===== src/rtl/tmr_pkg.sv =====
package tmr_pkg;

    localparam int PRE_W = 3;

    typedef enum logic [1:0] {
        CS_DIV4 = 2'b00,
        CS_DIV2 = 2'b01,
        CS_DIV8 = 2'b10,
        CS_EXT  = 2'b11
    } clk_sel_e;

    typedef enum logic [2:0] {
        RA_STAT = 3'd0,
        RA_MHI  = 3'd1,
        RA_MLO  = 3'd2,
        RA_AHI  = 3'd3,
        RA_ALO  = 3'd4
    } reg_addr_e;

    typedef struct packed {
        logic       rd;
        logic       wr;
        logic [2:0] addr;
    } bus_req_t;

    // Division ratio for the internal tick sources; external returns 0.
    function automatic logic [PRE_W:0] div_of(input clk_sel_e sel);
        case (sel)
            CS_DIV2: div_of = 4'd2;
            CS_DIV4: div_of = 4'd4;
            CS_DIV8: div_of = 4'd8;
            default: div_of = 4'd0;
        endcase
    endfunction

endpackage


===== src/rtl/tmr_prescaler.sv =====
module tmr_prescaler
    import tmr_pkg::*;
(
    input  logic     clk,
    input  logic     rst,
    input  clk_sel_e sel,
    input  logic     ext_clk,
    input  logic     clr,
    output logic     tick
);
    logic [PRE_W-1:0] pre_q;
    logic [PRE_W:0]   last;
    logic             sync1_q, sync2_q, sync3_q;
    logic             int_tick;

    assign last     = div_of(sel) - 1'b1;
    assign int_tick = ({1'b0, pre_q} >= last);
    assign tick     = (sel == CS_EXT) ? (sync2_q & ~sync3_q) : int_tick;

    always_ff @(posedge clk) begin
        if (rst || clr) begin
            pre_q <= '0;
        end else if (sel == CS_EXT || int_tick) begin
            pre_q <= '0;
        end else begin
            pre_q <= pre_q + 1'b1;
        end
    end

    always_ff @(posedge clk) begin
        if (rst) begin
            sync1_q <= 1'b0;
            sync2_q <= 1'b0;
            sync3_q <= 1'b0;
        end else begin
            sync1_q <= ext_clk;
            sync2_q <= sync1_q;
            sync3_q <= sync2_q;
        end
    end

    // an internal divider never ticks on two cycles in a row
    p_tick_gap_r3: assert property (@(posedge clk) disable iff (rst)
        (tick && sel != CS_EXT && !clr) |=> (!tick || sel == CS_EXT));

endmodule


===== src/rtl/tmr_count_core.sv =====
module tmr_count_core #(
    parameter int CNT_W = 16
) (
    input  logic             clk,
    input  logic             rst,
    input  logic             tick,
    input  logic             reload,
    output logic [CNT_W-1:0] cnt,
    output logic             wrap
);
    localparam logic [CNT_W-1:0] RELOAD_VAL = {CNT_W{1'b1}} - 3;
    localparam logic [CNT_W-1:0] ONE        = {{(CNT_W-1){1'b0}}, 1'b1};

    logic [CNT_W-1:0] cnt_q;

    assign cnt  = cnt_q;
    assign wrap = tick & ~reload & (&cnt_q);

    always_ff @(posedge clk) begin
        if (rst || reload) begin
            cnt_q <= RELOAD_VAL;
        end else if (tick) begin
            cnt_q <= cnt_q + ONE;
        end
    end

    p_reload_r4: assert property (@(posedge clk) disable iff (rst)
        reload |=> (cnt_q == RELOAD_VAL));

    p_step_r2: assert property (@(posedge clk) disable iff (rst)
        (tick && !reload) |=> (cnt_q == $past(cnt_q) + ONE));

    p_idle_r2: assert property (@(posedge clk) disable iff (rst)
        (!tick && !reload) |=> $stable(cnt_q));

endmodule


===== src/rtl/tmr_regbank.sv =====
module tmr_regbank
    import tmr_pkg::*;
#(
    parameter int BUS_W = 8
) (
    input  logic               clk,
    input  logic               rst,
    input  bus_req_t           req,
    input  logic [2*BUS_W-1:0] cnt,
    input  logic               wrap,
    input  logic               ovf_ie,
    output logic [BUS_W-1:0]   rdata,
    output logic               reload,
    output logic               irq
);
    localparam int CNT_W = 2 * BUS_W;

    logic [BUS_W-1:0] cnt_lo, cnt_hi;
    logic [BUS_W-1:0] view_lo [2];
    logic             ovf_q, armed_q;
    logic             mlo_acc, stat_rd;

    assign cnt_lo  = cnt[BUS_W-1:0];
    assign cnt_hi  = cnt[CNT_W-1 -: BUS_W];
    assign reload  = req.wr && (req.addr == RA_MLO || req.addr == RA_ALO);
    assign mlo_acc = (req.rd || req.wr) && req.addr == RA_MLO;
    assign stat_rd = req.rd && req.addr == RA_STAT;
    assign irq     = ovf_q & ovf_ie;

    // One capture register per view: a high read latches the low byte.
    for (genvar v = 0; v < 2; v++) begin : g_view
        localparam reg_addr_e HI = (v == 0) ? RA_MHI : RA_AHI;
        localparam reg_addr_e LO = (v == 0) ? RA_MLO : RA_ALO;
        logic [BUS_W-1:0] hold_q;
        logic             held_q;

        always_ff @(posedge clk) begin
            if (rst) begin
                hold_q <= '0;
                held_q <= 1'b0;
            end else if (req.rd && req.addr == HI) begin
                hold_q <= cnt_lo;
                held_q <= 1'b1;
            end else if (reload || (req.rd && req.addr == LO)) begin
                held_q <= 1'b0;
            end
        end

        assign view_lo[v] = held_q ? hold_q : cnt_lo;
    end

    always_ff @(posedge clk) begin
        if (rst) begin
            ovf_q   <= 1'b0;
            armed_q <= 1'b0;
        end else begin
            if (wrap) begin
                ovf_q <= 1'b1;
            end else if (armed_q && mlo_acc) begin
                ovf_q <= 1'b0;
            end
            if (mlo_acc) begin
                armed_q <= 1'b0;
            end else if (stat_rd && ovf_q) begin
                armed_q <= 1'b1;
            end
        end
    end

    always_comb begin
        case (req.addr)
            RA_STAT: rdata = {ovf_q, {(BUS_W-1){1'b0}}};
            RA_MHI:  rdata = cnt_hi;
            RA_MLO:  rdata = view_lo[0];
            RA_AHI:  rdata = cnt_hi;
            RA_ALO:  rdata = view_lo[1];
            default: rdata = '0;
        endcase
    end

    p_ovf_set_r6: assert property (@(posedge clk) disable iff (rst)
        wrap |=> ovf_q);

    p_alt_keep_r8: assert property (@(posedge clk) disable iff (rst)
        (ovf_q && req.rd && req.addr == RA_ALO) |=> ovf_q);

    p_clear_seq_r7: assert property (@(posedge clk) disable iff (rst)
        $fell(ovf_q) |-> $past(armed_q && mlo_acc));

endmodule


===== src/rtl/tmr_freerun.sv =====
module tmr_freerun
    import tmr_pkg::*;
#(
    parameter int BUS_W = 8
) (
    input  logic             clk,
    input  logic             rst,
    input  logic             bus_rd,
    input  logic             bus_wr,
    input  logic [2:0]       bus_addr,
    input  logic [BUS_W-1:0] bus_wdata,
    output logic [BUS_W-1:0] bus_rdata,
    input  logic [1:0]       clk_sel,
    input  logic             ovf_ie,
    input  logic             ext_clk,
    output logic             ovf_irq
);
    localparam int CNT_W = 2 * BUS_W;

    bus_req_t         req;
    logic [CNT_W-1:0] cnt;
    logic             tick, wrap, reload;
    logic             unused_wdata;

    assign req          = '{rd: bus_rd, wr: bus_wr, addr: bus_addr};
    assign unused_wdata = ^bus_wdata;

    tmr_prescaler u_pre (
        .clk     (clk),
        .rst     (rst),
        .sel     (clk_sel_e'(clk_sel)),
        .ext_clk (ext_clk),
        .clr     (reload),
        .tick    (tick)
    );

    tmr_count_core #(.CNT_W(CNT_W)) u_core (
        .clk    (clk),
        .rst    (rst),
        .tick   (tick),
        .reload (reload),
        .cnt    (cnt),
        .wrap   (wrap)
    );

    tmr_regbank #(.BUS_W(BUS_W)) u_regs (
        .clk    (clk),
        .rst    (rst),
        .req    (req),
        .cnt    (cnt),
        .wrap   (wrap),
        .ovf_ie (ovf_ie),
        .rdata  (bus_rdata),
        .reload (reload),
        .irq    (ovf_irq)
    );

endmodule


===== config.mk =====
export PLATFORM = sky130hd
export DESIGN_NAME = tmr_freerun
export DESIGN_NICKNAME = d
export VERILOG_FILES = /design/src/rtl/tmr_pkg.sv /design/src/rtl/tmr_prescaler.sv /design/src/rtl/tmr_count_core.sv /design/src/rtl/tmr_regbank.sv /design/src/rtl/tmr_freerun.sv
export SDC_FILE = /design/constraint.sdc
export NUM_CORES = 1
export LEC_CHECK = 0
export CAP_MARGIN = 10
export CORE_MARGIN = 4
export CORE_UTILIZATION = 40
export CTS_BUF_LIST = sky130_fd_sc_hd__clkbuf_16
export DETAILED_ROUTE_END_ITERATION = 10
export SLEW_MARGIN = 25
export SYNTH_ARGS = -nofsm -noshare
export SYNTH_HDL_FRONTEND = slang
export SYNTH_SLANG_ARGS = --single-unit

===== constraint.sdc =====
create_clock -name clk -period 3.1 [get_ports clk]
set_clock_uncertainty 0.1 [all_clocks]
set_input_delay 0.62 -clock clk [delete_from_list [all_inputs] [get_ports clk]]
set_output_delay 0.62 -clock clk [all_outputs]
set_load 0.01 [all_outputs]

==> flow_summary_export.csv <==
group,metric,value,unit
run_status,status,"finished, final reports clean",
sta,maxSlewHeadroom,60.4,%
worst_setup_path,critical_path_class,"in -> out",
power,p_per_area,508,nW/um^2
power,seqPwrFrac,41.1,%
route,drt_iter0_drc,102,
clocking,numCtsBuffers,5,
power,ir_worst_vdd,0.000376,V
sta,fmax,331,MHz
synthesis,synth.largest_area_cell,"dfxtp_1",
place,dpl.hpwl,3.62,mm
power,switching_power,0.000292,W
clocking,clk_latency,0.28,ns
worst_setup_path,cp.required,2.38,ns
synthesis,synth_cell_types,45,
route,top_layer_used,"met4",
synthesis,syn_inst,263,
global_route,antenna_found_initial,0,
final_layout,fin_area,2700,um^2
place,postPlaceCellArea,2470,um^2
global_route,grt_pass1_vias,1792,
route,wl_met3,215,um
floorplanning,initial_utilization,42.1,%
floorplanning,fp.dieH,82.0,um
clocking,cts_root_buf,"clkbuf_16",
min_path,hold_path.class,"reg -> reg",
worst_setup_path,startpoint_type,"input port",
route,drc_errors,0,
job,drv_cap,0,
sta,tightest_slew,0.592,ns
sta,whs,0.334,ns
sta,hold_violations,0,
clocking,clock_sinks,42,
power,p_clk_share,49.8,%
sta,finalCritPeriodShare,97.6,%
worst_setup_path,cp_max_fo,5,
worst_setup_path,reg2reg_setup_slack,1.26,ns
final_layout,nets,304,
final_layout,drive_gt1_share,9.93,%
power,power_leakage,1.11,nW
worst_setup_path,crit_path_end_kind,"output pin",
floorplanning,rows,26,
route,routed_wl,5.17,mm
clocking,cts_tree,"built",
global_route,grt_max_degree,25,
route,wl_met1,2.50,mm
final_layout,nFillCells,502,
final_layout,register_area,841,um^2
place,gp_congestion,0.738,
synthesis,synth-seq-cells,42,
synthesis,async_flop_share,0,%
synthesis,synth_area_per_cell,8.33,um^2
synthesis,syn_nets,286,
power,switching_share,21.4,%
synthesis,dominantRegCellSynth,"dfxtp_1",
floorplanning,die_w,82.0,um
global_route,grt-ovfl-total,0,
sta,fin_crit,3.02,ns
final_layout,multi_input_area,1260,um^2
place,port_buffers,19,
synthesis,synth_area_leaders,"dfxtp_1 38%, mux2i_1 7.8%, nand2_1 7.4%, a21oi_1 5.3%, a2bb2oi_1 2.8%",
sta,setup_tns,0,ns
global_route,grt_usage,16.9,%
clocking,hold_buffers,0,
clocking,clock_path_buffers,2,
floorplanning,ioPinCount,28,
sta,drv_slew,0,
clocking,htreeDepth,2,
final_layout,fin_cells,352,
global_route,grt_pass1_wl,8.69,mm
power,comb_power_share,9.2,%
route,vias_per_cell,5.49,
floorplanning,core,5200,um^2
worst_setup_path,worstPathArrival,2.30,ns
route,route.met2.wl,2.39,mm
synthesis,synth_top_area_share,38.4,%
route,drtAntennaViolNets,0,
synthesis,yosys_warnings,0,
place,place_inst,344,
route,vias,1934,
synthesis,synth_seq_area_share,38.4,%
route,wl_per_cell,14.7,um
floorplanning,dieArea,6720,um^2
final_layout,syn2layout_area_growth,23.0,%
synthesis,synth_area,2190,um^2
synthesis,synth-edff-count,0,
sta,setup_violations,0,
final_layout,n_antenna_cell,0,
clocking,cts.clk_slew.worst_paths,0.06,ns
power,power.internal,0.00108,W
route,first_pass_iters,4,
==> synth_stat cells (5+ instances only) <==
| cell type | number |
|---|---|
| clkbuf_1 | 9 |
| and4_1 | 5 |
| inv_1 | 6 |
| nand3b_1 | 6 |
| o21ai_1 | 7 |
| o21ai_0 | 12 |
| nand3_1 | 5 |
| nand4_1 | 6 |
| a21oi_1 | 23 |
| nor2b_1 | 5 |
| mux2i_1 | 17 |
| a2bb2oi_1 | 7 |
| nand2_1 | 43 |
| buf_2 | 8 |
| and3_1 | 6 |
| dfxtp_1 | 42 |
| nor2_1 | 9 |
==> logic make-up (layout without fill, tap and decap cells) <==
group                      count (synthesis)  count (layout)  share of synthesized area (%)
and+or+nand+nor                          107             107                           27.5
AOI/OAI and AO/OA                         66              66                           18.3
buffers and inverters                     24              43                           4.57
muxes                                     17              17                           7.77
DFF                                       42              42                           38.4
xor gates and xnor gates                   3               3                           1.20
adders and majority gates                  4               4                           2.28
==> flip-flops by register name, indices dropped and copies added (netlist names) <==
signal / flops
u_core.cnt: 16
u_regs.g_view.hold_q: 16
u_pre.pre_q: 3
u_regs.g_view.held_q: 2
u_pre.sync1_q: 1
u_pre.sync2_q: 1
u_pre.sync3_q: 1
u_regs.armed_q: 1
u_regs.ovf_q: 1
==> timing repair <==
action | CTS | global route
endpoints found under the setup margin | 1 | 8
buffers inserted | 0 | 0
gates resized for setup | 1 | 9
==> worst paths after layout <==
check | from | end | depth (start not counted)
max | bus_addr[0] | bus_rdata[2] | 6
min | u_pre.sync1_q | u_pre.sync2_q | 1
max reg2reg | u_core.cnt[0] | u_core.cnt[14] | 5
min reg2reg | u_pre.sync1_q | u_pre.sync2_q | 1
==> critical path, cell delays in order <==
cell,delay [ns]
clkdlybuf4s50_1,0.48
nor2_1,0.12
nand2_1,0.14
buf_4,0.19
o21ai_0,0.18
clkdlybuf4s50_1,0.57
==> placed cells by master (no fill, tap or decap), drive strengths merged, types with 9 or more instances in the layout <==
| cell type | netlist | routed |
|---|---|---|
| nand2 | 44 | 44 |
| dfxtp | 42 | 42 |
| a21oi | 23 | 23 |
| o21ai | 19 | 19 |
| mux2i | 17 | 17 |
| clkdlybuf4s50 | 0 | 12 |
| nor2 | 9 | 9 |
| buf | 8 | 9 |
==> metal layers <==
layer | global-route usage [%] | vias up
li1 | - | 985
met1 | 22.5 | 916
met2 | 27.5 | 27
met3 | 3.51 | 6
met4 | 4.98 | 0
met5 | 0 | -
==> power by group through the flow <==
stage          sequential [W]  combinational, W  clock [W]
5_1_grt              0.000564          0.000138   0.000720
2_1_floorplan        0.000569         0.0000726          0
6_report             0.000562          0.000125   0.000682
3_3_place_gp         0.000574          0.000127          0
4_1_cts              0.000562          0.000129   0.000692
3_5_place_dp         0.000574          0.000128          0
==> cell type report <==
type | instances | area share (%)
multi-input cells | 197 | 46.7
flip-flops and latches | 42 | 31.2
repair buffers | 28 | 10.7
clock buffers | 5 | 4.64
well taps | 70 | 3.25
clock inverters | 3 | 2.55
inverters | 7 | 0.975
==> metrics by stage <==
| stage | power [W] | worst slack [ns] | util (%) |
|---|---|---|---|
| 2_1_floorplan | 0.000641 | 0.964 | - |
| 3_3_place_gp | 0.000700 | 0.0120 | 47.5 |
| 3_5_place_dp | 0.000702 | 0.0155 | 47.5 |
| 4_1_cts | 0.00138 | 0.00725 | 51.3 |
| 5_1_grt | 0.00142 | -0.00741 | 51.8 |
| 6_report | 0.00137 | 0.0756 | 51.8 |
Power figures use the tool's default switching activity.
